<file path="src/rtl/rxw_pkg.sv">
package rxw_pkg;
  localparam int WORD_W_DEF = 32;
  localparam int FLT_W_DEF  = 2;
  localparam int FLT_POS_DEF = 8;

  // Strobes from control to datapath
  typedef struct packed {
    logic loadWord;
    logic holdWord;
  } ctlStrobe_t;
endpackage

</file>
<file path="src/rtl/rxw_match.sv">
module rxw_match #(
  parameter int WORD_W  = 32,
  parameter int FLT_W   = 2,
  parameter int FLT_POS = 8
) (
  input  logic [WORD_W-1:0] wordIn,
  input  logic [FLT_W-1:0]  matchBits,
  input  logic              filterOn,
  output logic              wordPass
);
  logic [FLT_W-1:0] bitEq;

  // One comparator per filtered bit
  for (genvar i = 0; i < FLT_W; i++) begin : g_cmp
    assign bitEq[i] = (wordIn[FLT_POS+i] == matchBits[i]);
  end

  always_comb begin
    if (!filterOn) wordPass = 1'b1;
    else           wordPass = &bitEq;
  end
endmodule

</file>
<file path="src/rtl/rxw_datapath.sv">
module rxw_datapath
  import rxw_pkg::*;
#(
  parameter int WORD_W = 32,
  localparam int HALF_W = WORD_W / 2
) (
  input  logic              clk,
  input  logic              rstN,
  input  ctlStrobe_t        ctl,
  input  logic [WORD_W-1:0] wordIn,
  input  logic              rdEn,
  input  logic              halfSel,
  output logic [HALF_W-1:0] dataOut
);
  logic [WORD_W-1:0] latchQ;
  logic [HALF_W-1:0] halfLo, halfHi;

  always_ff @(posedge clk) begin
    if (!rstN)             latchQ <= '0;
    else if (ctl.loadWord) latchQ <= wordIn;
  end

  assign halfLo = latchQ[HALF_W-1:0];
  assign halfHi = latchQ[WORD_W-1:HALF_W];

  always_comb begin
    if (!rdEn)        dataOut = '0;
    else if (halfSel) dataOut = halfHi;
    else              dataOut = halfLo;
  end


  latch_hold_chk: assert property (@(posedge clk) disable iff (!rstN)
    ctl.holdWord |=> $stable(latchQ));


  latch_load_chk: assert property (@(posedge clk) disable iff (!rstN)
    ctl.loadWord |=> (latchQ == $past(wordIn)));
endmodule

</file>
<file path="src/rtl/rxw_control.sv">
module rxw_control
  import rxw_pkg::*;
(
  input  logic       clk,
  input  logic       rstN,
  input  logic       eosPulse,
  input  logic       wordPass,
  input  logic       rdEn,
  input  logic       halfSel,
  output ctlStrobe_t ctl,
  output logic       readyN
);
  logic enPrev, selHeld, readLo, readHi;
  logic accept, trail, otherDone;

  assign accept = eosPulse & wordPass;
  assign trail  = enPrev & ~rdEn;
  assign otherDone = selHeld ? readLo : readHi;

  always_comb begin
    ctl.loadWord = accept;
    ctl.holdWord = ~accept;
  end

  // Strobe tracking
  always_ff @(posedge clk) begin
    if (!rstN) begin
      enPrev  <= 1'b0;
      selHeld <= 1'b0;
    end else begin
      enPrev <= rdEn;
      if (rdEn) selHeld <= halfSel;
    end
  end

  // Read progress and ready flag
  always_ff @(posedge clk) begin
    if (!rstN) begin
      readyN <= 1'b1;
      readLo <= 1'b0;
      readHi <= 1'b0;
    end else if (accept) begin
      readyN <= 1'b0;
      readLo <= 1'b0;
      readHi <= 1'b0;
    end else if (trail && !readyN) begin
      if (otherDone) begin
        readyN <= 1'b1;
        readLo <= 1'b0;
        readHi <= 1'b0;
      end else if (selHeld) begin
        readHi <= 1'b1;
      end else begin
        readLo <= 1'b1;
      end
    end
  end


  ready_on_load_chk: assert property (@(posedge clk) disable iff (!rstN)
    ctl.loadWord |=> !readyN);


  progress_clear_chk: assert property (@(posedge clk) disable iff (!rstN)
    ctl.loadWord |=> (!readLo && !readHi));


  release_on_trail_chk: assert property (@(posedge clk) disable iff (!rstN)
    $rose(readyN) |-> $past(trail));


  no_early_release_chk: assert property (@(posedge clk) disable iff (!rstN)
    (!readyN && !trail && !accept) |=> !readyN);
endmodule

</file>
<file path="src/rtl/rx_word_latch.sv">
module rx_word_latch
  import rxw_pkg::*;
#(
  parameter int WORD_W  = WORD_W_DEF,
  parameter int FLT_W   = FLT_W_DEF,
  parameter int FLT_POS = FLT_POS_DEF,
  localparam int HALF_W = WORD_W / 2
) (
  input  logic              clk,
  input  logic              rstN,
  input  logic              eosPulse,
  input  logic [WORD_W-1:0] wordIn,
  input  logic              filterOn,
  input  logic [FLT_W-1:0]  matchBits,
  input  logic              rdEn,
  input  logic              halfSel,
  output logic [HALF_W-1:0] dataOut,
  output logic              readyN
);
  ctlStrobe_t ctl;
  logic wordPass;

  rxw_match #(.WORD_W(WORD_W), .FLT_W(FLT_W), .FLT_POS(FLT_POS)) u_match (
    .wordIn(wordIn), .matchBits(matchBits), .filterOn(filterOn),
    .wordPass(wordPass));

  rxw_control u_ctl (
    .clk(clk), .rstN(rstN), .eosPulse(eosPulse), .wordPass(wordPass),
    .rdEn(rdEn), .halfSel(halfSel), .ctl(ctl), .readyN(readyN));

  rxw_datapath #(.WORD_W(WORD_W)) u_dp (
    .clk(clk), .rstN(rstN), .ctl(ctl), .wordIn(wordIn),
    .rdEn(rdEn), .halfSel(halfSel), .dataOut(dataOut));
endmodule

</file>
<file path="config.mk">
export PLATFORM = sky130hd
export DESIGN_NAME = rx_word_latch
export DESIGN_NICKNAME = d
export VERILOG_FILES = /design/src/rtl/rxw_pkg.sv /design/src/rtl/rxw_match.sv /design/src/rtl/rxw_datapath.sv /design/src/rtl/rxw_control.sv /design/src/rtl/rx_word_latch.sv
export SDC_FILE = /design/constraint.sdc
export NUM_CORES = 1
export LEC_CHECK = 0
export BUFFER_PORTS_ARGS = -buffer_cell sky130_fd_sc_hd__clkbuf_2
export CAP_MARGIN = 40
export CORE_ASPECT_RATIO = 0.75
export CORE_MARGIN = 5
export CORE_UTILIZATION = 50
export CTS_BUF_LIST = sky130_fd_sc_hd__clkbuf_8
export DETAILED_ROUTE_END_ITERATION = 7
export PLACE_DENSITY = 0.78
export REMOVE_ABC_BUFFERS = 1
export SKIP_CTS_REPAIR_TIMING = 1
export SYNTH_ARGS = -nofsm -noshare
export SYNTH_HDL_FRONTEND = slang
export SYNTH_SLANG_ARGS = --single-unit
</file>
<file path="constraint.sdc">
create_clock -name clk -period 1.8 [get_ports clk]
set_clock_uncertainty 0.2 [all_clocks]
set_input_delay 0.27 -clock clk [delete_from_list [all_inputs] [get_ports clk]]
set_output_delay 0.27 -clock clk [all_outputs]
set_load 0.02 [all_outputs]
</file>
## After elaboration in Yosys (flattened, before gate mapping)

Cells that the tools add are included.

- Register bits after elaboration: 37
- Input port bits: 40
- Output and inout port bits: 17
- Word-level logic and storage cells: 34

- Equal/unequal tests: 3
- Mux-type cells: 11
- Bitwise operators: 4
- Reductions and logical operators: 10

Operators with widths:

| operator | count |
|---|---|
| two-way mux 16 bit | 2 |
| two-way mux 1 bit | 9 |
| AND reduction 2 bit | 4 |
| nonzero test 2 bit | 3 |
| bitwise AND 1 bit | 2 |
| equality test 1 bit | 2 |
| != test 2 bit, second input constant | 1 |
| NOT 1 bit | 2 |
| OR reduction 2 bit | 1 |
| logical AND 1 bit | 1 |
| zero test 1 bit | 1 |

## Longest topological paths before layout

Gate-level depths: netlist (run 1).

- Word-level depth: 6
- Gate-level depth with buffers: 5
- Depth with buffers taken out: 4

## Hierarchy

Synthesis (run 1) repeated with hierarchy kept, for this count alone.

- Cell total of the unflattened synthesis: 164
- Area total of the unflattened synthesis: 1780.5 um2

Modules (own cells, without submodules):

| module | times used | cells each | area each (um2) | sequential area each (um2) |
|---|---|---|---|---|
| rxw_datapath | 1 | 138 | 1539.0 | 640.6 |
| rxw_control | 1 | 23 | 219.0 | 100.1 |
| rxw_match | 1 | 3 | 22.5 | 0.0 |

## Least setup slack after synthesis (run 1)

OpenSTA, ideal clock, no wires.

- Path type: input-to-output
- Start: input port halfSel
- End: output port dataOut[10]
- Arrival: 1.136 ns
- Required time: 1.330 ns
- Setup slack: 0.194 ns
- Stages: 4
- Path buffers: 2
- Cell sequence: buf_2 buf_2 mux2i_1 nor2_1

- Word-level cells in the longest chain between the ends: 2

RTL lines:

| what | line | text |
|---|---|---|
| start: declaration | rx_word_latch.sv:16 | `input logic halfSel,` |
| two-way mux 16 bit | rxw_datapath.sv:28 | `else if (halfSel) dataOut = halfHi;` |
| two-way mux 16 bit | rxw_datapath.sv:27 | `if (!rdEn) dataOut = '0;` |
| end: declaration | rx_word_latch.sv:17 | `output logic [HALF_W-1:0] dataOut,` |

No other way between the ends.

## Worst setup path after layout (run 1)

- Start: input port halfSel
- End: output port dataOut[13]

The elaborated chain is that of the path after synthesis.

==> results.toml, run 1 <==
[route]
wirelength_um = 4263
drtIter0Drc = 67
ant_nets = 0
first_pass_iters = 4
drc = 0
viasPerCell = 5.333
vias = 1680
wl_per_cell_um = 13.53

[floorplan]
initial_utilization = 0.5233
die_height_um = 63.78
coreArea_um2 = 3685
die_area_um2 = 5211
die_w_um = 81.71
num_io_pins = 57
rows = 19

[timing]
rsz0062_at_grt = "false"
hold_slack_ps = 63.57
tightest_slew_ps = 367.7
fmax_ghz = 0.6355
finalSetupViolations = 0
final_max_slew_viol_count = 0
timing.final.ws_setup_ps = 226.4
hold_viol = 0
relSlewSlack = 0.7544
min_period_ps = 1574
finalCritPeriodShare = 0.8742
setup_tns_ps = 0

[worst_setup_path]
slowest_delay_ps = 240
crit_arrival_ps = 1100
worstPathRequired_ps = 1330
path_max_fanout = 13
worstSetupPathType = "primary input to output pin"
rr_worst_depth = 3
critPathMostFrequentCell = "clkbuf_2"
cp-end-kind = "output pin"
crit_chain = "clkbuf_2 > buf_12 > mux2i_1 > nor2_1 > clkbuf_2"
critPathSlowestCell = "mux2i_1"
startpoint_type = "primary input"

[global_route]
antenna_found_initial = 0
grt_max_degree = 34
grt_pass1_wl_um = 6810
grt_usage = 0.1681
grt-ovfl-total = 0
grt_pass1_vias = 1496

[final_layout]
drive_above_1_share = 0.2890
nNetsFinal = 303
nFillCells = 344
antenna_cells = 0
syn_to_final_growth_pct = 22.26
stdcell_area_um2 = 2357

[min_path]
hold_class = "primary input to register"
hold_depth = 3

[clocking]
path_clk_slew_ps = 70
clockBufferDepth = 2
cts_tree = "yes"
clock-sinks = 37
clock_latency_ps = 280
cts_root_buf = "clkbuf_8"
htree_num_levels = 2
cts_buffers = 5

[placement]
gp_congestion = 0.7798
place_ws_ps = 141.8
placed_cell_area_um2 = 2271
dp_hpwl_um = 3011
port_buffers = 56

[synth]
syn_inst = 211
yosys.cell_types.count = 27
synthesis.area_um2 = 1928
synth.yosys.seq_area_share = 0.3842
avgSynthCellArea_um2 = 9.138
synth-seq-cells = 37
ys_warn_count = 0

[pwr]
pwr_density_cell_nw_per_um2 = 765.7
ir_worst_vdd_mv = 0.5055
power_leakage_uw = 0.001125

[job]
drv_cap = 0

[status]
status = "complete, no violations"
==> critical path, delay by kind of cell <==
family | cells | cell delay, ps
buffers and inverters | 3 | 530
and+or+nand+nor | 1 | 60
muxes | 1 | 240
==> synth_stat cells <==
cell type  number  area, µm²
o21ai_0         2      10.01
nor3_2          2      20.02
buf_6           3      33.78
clkbuf_2        3      15.01
xnor2_1         2      17.52
mux2_2          1      11.26
clkinv_1        1      3.750
buf_2           2      10.01
o21a_1         30      225.2
a32o_1          2      20.02
nor3b_1         1      7.510
mux2i_1        19      190.2
dfxtp_1        37      740.7
inv_1           1      3.750
a21boi_0       30      225.2
nor2_1         19      71.32
a31oi_1         3      18.77
a21bo_4         1      16.27
and3_1         29      181.4
nand2b_1        1      6.260
and2_4          1      8.760
o21ai_1         1      5.000
nor2b_1         2      12.51
a21oi_1         2      10.01
clkbuf_1       11      41.29
nand2_1         4      15.01
and3_2          1      7.510
==> final cells by class <==
cell class / instances / area (µm²) / area share
Multi-Input combinational cell: 153 / 1080 / 0.4581
Sequential cell: 37 / 740.7 / 0.3142
Timing Repair Buffer: 64 / 377.9 / 0.1603
Clock buffer: 6 / 82.58 / 0.03503
Tap cell: 52 / 65.06 / 0.02760
Inverter: 2 / 7.507 / 0.003185
Clock inverter: 1 / 3.754 / 0.001592
==> where the power goes <==
group          total, µW  internal [µW]  switching (µW)  leakage (µW)
Combinational        341            168             173      0.000773
Sequential           892            867            24.1      0.000304
Clock                572            298             275     0.0000485
==> cells by family (layout without fill, tap and decap cells) <==
| group | after synthesis | in the layout | share of synthesized area |
|---|---|---|---|
| AO/OA/AOI/OAI | 71 | 71 | 0.2752 |
| XOR/XNOR | 2 | 2 | 0.009087 |
| buffers and inverters | 21 | 73 | 0.05580 |
| flip-flops | 37 | 37 | 0.3842 |
| multiplexers | 20 | 20 | 0.1045 |
| AND/OR/NAND/NOR | 60 | 60 | 0.1713 |
==> final timing paths <==
kind	startpoint	slack (ps)	endpoint
setup reg to reg	u_ctl.enPrev	480	u_ctl.readLo
hold / removal	matchBits[1]	60	u_dp.latchQ[9]
hold reg to reg	u_dp.latchQ[8]	320	u_dp.latchQ[8]
setup / recovery	halfSel	230	dataOut[13]
==> layer usage <==
metal  GRT usage  wire (µm)  vias to the layer above
li1            -          -                      852
met1      0.2263       2029                      768
met2      0.2449       1857                       54
met3     0.05478        323                        6
met4     0.07469         52                        0
met5           0          0                        -
==> stage by stage <==
step | utilization | instances | power [µW]
CTS | 0.6397 | 315 | 1829
detailed placement | 0.6163 | 308 | 1251
floorplan | - | 192 | 1087
global route | 0.6397 | 315 | 1896
global placement | 0.6163 | 308 | 1245
finish | 0.6397 | 315 | 1805
==> cell usage in the layout, fill, tap and decap left out, types with 3 or more instances in the layout <==
cell,Yosys,routed
buf_4,0,5
buf_12,0,3
clkbuf_2,3,56
and3_1,29,29
nor2_1,19,19
o21a_1,30,30
dfxtp_1,37,37
clkbuf_8,0,6
nand2_1,4,4
mux2i_1,19,19
a21boi_0,30,30
a31oi_1,3,3
==> state kept, by name, indices dropped and copies added (netlist names) <==
| name | count |
|---|---|
| u_ctl.enPrev | 1 |
| u_ctl.readLo | 1 |
| u_ctl.readyN | 1 |
| u_ctl.selHeld | 1 |
| u_dp.latchQ | 32 |
| u_ctl.readHi | 1 |
Note: power is estimated with default switching activity, not from simulation.
==> run 2: changes to the inputs <==
- PLACE_DENSITY: 0.78 -> 0.8
==> run 2 against run 1 <==
Against the previous run: combinational power increased by 2%; die area unchanged; flip-flop and latch count unchanged; clock-buffer cell count decreased by 1; critical path type is now register to output pin; sequential power about the same; largest cell class unchanged; via count decreased by 0.36%; non-clock buffer count increased by 2; register-to-register slack about the same; power decreased by 0.57%; maximum frequency increased by 7.1%; first-iteration DRC count increased by 3.0%; setup slack improved by 100 ps.
==> results.toml, run 2 (synthesis gave the netlist of run 1 again) <==
[timing]
final_max_slew_viol_count = 0
setup_tns_ps = 0
rsz0062_at_grt = "false"
finalSetupViolations = 0
hold_viol = 0
fmax_ghz = 0.6804
min_period_ps = 1470
tightest_slew_ps = 374.1
relSlewSlack = 0.7501
finalCritPeriodShare = 0.8165

[route]
drc = 0
viasPerCell = 5.264
wl_per_cell_um = 13.89
vias = 1674
first_pass_iters = 5
ant_nets = 0
wirelength_um = 4418
drtIter0Drc = 69

[floorplan]
num_io_pins = 57
initial_utilization = 0.5233
die_height_um = 63.78
die_area_um2 = 5211
rows = 19
coreArea_um2 = 3685
die_w_um = 81.71

[placement]
port_buffers = 56
gp_congestion = 0.7400
dp_hpwl_um = 3048

[worst_setup_path]
crit_arrival_ps = 1000
critPathSlowestCell = "dfxtp_1"
startpoint_type = "register"
worstSetupPathType = "register to output pin"
cp-startpoint = "u_dp.latchQ[31]"
worstPathRequired_ps = 1330
cp-end-kind = "output pin"
rr_endpoint = "u_ctl.readHi"
rr_worst_depth = 3
slowest_delay_ps = 330
crit_chain = "mux2i_1 > nor2_1 > clkbuf_2"
worstReg2RegStart = "u_ctl.enPrev"
path_max_fanout = 2
r2r_setup_slack_ps = 470

[final_layout]
multi_input_area_um2 = 1080
drive_above_1_share = 0.2970
nNetsFinal = 305
seq_area_um2 = 740.7
largest-register = "u_dp.latchQ"
utilization = 0.6428
final_common_cell = "clkbuf_2"
nFillCells = 313
syn_to_final_growth_pct = 22.84
final_cell_mix = "56 x clkbuf_2, 37 x dfxtp_1, 30 x a21boi_0, 30 x o21a_1, 29 x and3_1"
antenna_cells = 0
largest_register_ffs = 32

[clocking]
cts_buffers = 5
cts_tree = "yes"
clock_latency_ps = 290
clock-sinks = 37
htree_num_levels = 2
clockBufferDepth = 2
cts_root_buf = "clkbuf_8"
path_clk_slew_ps = 70

[global_route]
grt_pass1_vias = 1607
antenna_found_initial = 0
grt-ovfl-total = 0
met1_usage = 0.2426
grt_usage = 0.1801
grt_max_degree = 34
grt_pass1_wl_um = 7334
gr-max-usage-layer = "met2"
grt_use_met2 = 0.2724
met3_usage = 0.06461

[pwr]
power_leakage_uw = 0.001136
ir_worst_vdd_mv = 0.5637
pwr_density_cell_nw_per_um2 = 757.6

[status]
status = "complete, no violations"

[min_path]
hold_depth = 3
hp-start = "matchBits[0]"
hold_end = "u_dp.latchQ[8]"
hold_class = "primary input to register"

[job]
drv_cap = 0
## run 2: cell types whose count changed in the layout (fill, tap and decap cells not counted), sizes merged
cell    delta
buf        +2
clkinv     +2
clkbuf     -1
## run 2: worst max-delay path: cells and delay by family (launching register included)
family,cells,cell delay [ps]
and+or+nand+nor,1,120
buffers and inverters,1,180
muxes,1,70
DFF,1,330
## run 2: worst max path at each step
stage,cells past startpoint,slack (ps),to
after global placement,6,150,u_dp.latchQ[6]
after floorplan,4,280,u_dp.latchQ[0]
after detailed placement,6,120,u_dp.latchQ[6]
after CTS,3,320,dataOut[15]
after global routing,3,230,dataOut[6]
final,3,330,dataOut[15]
## run 2: where the power goes
group / total, µW / leakage, µW / internal (µW) / switching [µW]
combinational: 349 / 0.000783 / 173 / 176
clock: 554 / 0.0000491 / 262 / 292
sequential: 891 / 0.000304 / 867 / 24.2
## run 2: routing by layer
layer  vias up  part of all wire
met3         6             0.072
met2        47              0.43
li1        855                 -
met5         -                 0
met4         0             0.011
met1       766              0.49
## run 2: final cells by class
class | instances | area share
multi-input combinational | 153 | 0.4559
sequential | 37 | 0.3127
timing repair buffer | 66 | 0.1659
clock buffer | 5 | 0.02905
tap | 52 | 0.02747
clock inverter | 3 | 0.005811
inverter | 2 | 0.003170
## run 2: metrics by stage
stage               hold slack [ps]  power, µW  instances  worst slack (ps)  instance area (µm²)
floorplan                     150.0       1087        192             284.6                 1828
global route                  37.77       1890        318             232.1                 2369
detailed placement            318.7       1257        310             120.7                 2286
global placement              309.0       1249        310             146.7                 2286
CTS                           24.33       1810        318             324.5                 2369
finish                        36.63       1794        318             330.2                 2369
==> run 3: changes to the inputs <==
- CORE_UTILIZATION: 50 -> 48
- clock period: 1.8 -> 1.3 ns (I/O delays scaled with it)
==> run 3 against run 2 <==
Against the previous run: the run now ends with negative hold slack, negative setup slack left; global-route usage fell by 0.74 points; power rose by 40%; flip-flop and latch count did not move; sequential power rose by 39%; non-clock buffer count rose by 12; critical endpoint is now dataOut[4].
==> results.toml, run 3 (synthesis gave the netlist of run 1 again) <==
[status]
status = "complete, but fails checks"
violations = "negative hold slack, negative setup slack"

[timing]
timing.final.ws_setup_ps = -82.79
min_period_ps = 1383
final_max_slew_viol_count = 0
hold_slack_ps = -10.58
finalSetupViolations = 16
relSlewSlack = 0.8051
setup_tns_ps = -628.0
fmax_ghz = 0.7232
rsz0062_at_grt = "true"
hold_viol = 1
tightest_slew_ps = 291.8
finalCritPeriodShare = 1.064

[route]
viasPerCell = 5.147
vias = 1714
wl_per_cell_um = 13.58
ant_nets = 0
wirelength_um = 4522
drtIter0Drc = 72
drc = 0
first_pass_iters = 4

[pwr]
power_leakage_uw = 0.001224
p_switching_uw = 672.3
total_power_uw = 2518
pwr_density_cell_nw_per_um2 = 989.4
power.internal_uw = 1846
sw_frac_of_total = 0.2670
seqPwrFrac = 0.492
ir_worst_vdd_mv = 0.7315
pwr-share-clk = 0.295
combinationalPowerShare = 0.213

[floorplan]
coreArea_um2 = 3954
die_w_um = 83.19
die_area_um2 = 5397
num_io_pins = 57
initial_utilization = 0.4877
die_height_um = 64.89
rows = 20

[global_route]
antenna_found_initial = 0
grt-ovfl-total = 0
grt_pass1_wl_um = 7548
grt_pass1_vias = 1707
grt_usage = 0.1726
grt_max_degree = 45

[job]
drv_cap = 0

[clocking]
clock-sinks = 37
htree_num_levels = 2
cts_buffers = 5
path_clk_slew_ps = 70
clockBufferDepth = 2
cts_root_buf = "clkbuf_8"
cts_tree = "yes"
clock_latency_ps = 290

[placement]
gp_congestion = 0.7916
dp_hpwl_um = 3167
port_buffers = 56
place_ws_ps = -250.5

[worst_setup_path]
crit_arrival_ps = 990
path_max_fanout = 2
worstSetupPathType = "register to output pin"
cp-end-kind = "output pin"
critPathSlowestCell = "dfxtp_2"
worstPathRequired_ps = 900
crit_chain = "mux2i_1 > nor2_1 > buf_4"
slowest_delay_ps = 330
critPathTopFamily = "flip-flops"
path_buf_inv = 1
startpoint_type = "register"

[final_layout]
largest-register = "u_dp.latchQ"
nFillCells = 358
antenna_cells = 0
final_cell_mix = "39 x clkbuf_2, 30 x a21boi_0, 30 x o21a_1, 30 x buf_4, 29 x and3_1"
final_common_cell = "clkbuf_2"
largest_register_ffs = 32
drive_above_1_share = 0.3777
syn_to_final_growth_pct = 31.99
nNetsFinal = 317
utilization = 0.6437

[min_path]
hold_class = "primary input to register"
run 3: changes by cell type in the layout (fill, tap and decap cells not counted), moves of 2 or more:
cell / previous run / this run
buf_4: 7 / 30
clkbuf_2: 56 / 39
dfxtp_1: 37 / 22
dfxtp_2: 0 / 15
buf_2: 0 / 3
clkinv_2: 2 / 0
inv_1: 2 / 4
run 3: path summary, 6_finish.rpt:
kind	from	cells after the start	slack, ps	to
hold / removal	matchBits[1]	3	-10	u_dp.latchQ[9]
setup reg to reg	u_ctl.selHeld	3	90	u_ctl.readyN
setup / recovery	u_dp.latchQ[20]	3	-80	dataOut[4]
hold reg to reg	u_ctl.selHeld	2	320	u_ctl.selHeld
run 3: stage by stage:
stage	instances	cell area, µm²
floorplan	192	1828
global placement	322	2370
detailed placement	322	2370
CTS	330	2450
global route	333	2545
finish	333	2545
run 3: area by class of cell:
type	instances	area, µm²	share of cell area
Clock buffer	5	68.82	0.02704
Clock inverter	3	11.26	0.004425
Inverter	2	7.507	0.002950
Multi-Input combinational cell	153	1092	0.4292
Sequential cell	37	759.5	0.2984
Tap cell	55	68.82	0.02704
Timing Repair Buffer	78	536.8	0.2109
run 3: metal layers:
metal,track usage,vias to the layer above,part of all wire
met3,0.05337,8,0.057
met4,0.07347,0,0.017
met5,0,-,0
met1,0.2254,776,0.50
li1,-,881,-
met2,0.2640,49,0.43
run 3: worst register-to-register path, stage by stage, from the launching register on:
cell,delay [ps]
dfxtp_2,350
mux2_2,340
a31oi_1,140
o21ai_1,70
run 3: power by group through the flow:
stage / sequential (µW) / combinational, µW / clock [µW]
after detailed placement: 1260 / 509 / 0
after global placement: 1260 / 501 / 0
after floorplan: 1250 / 252 / 0
final: 1240 / 536 / 744
after global routing: 1240 / 589 / 821
after CTS: 1230 / 511 / 766
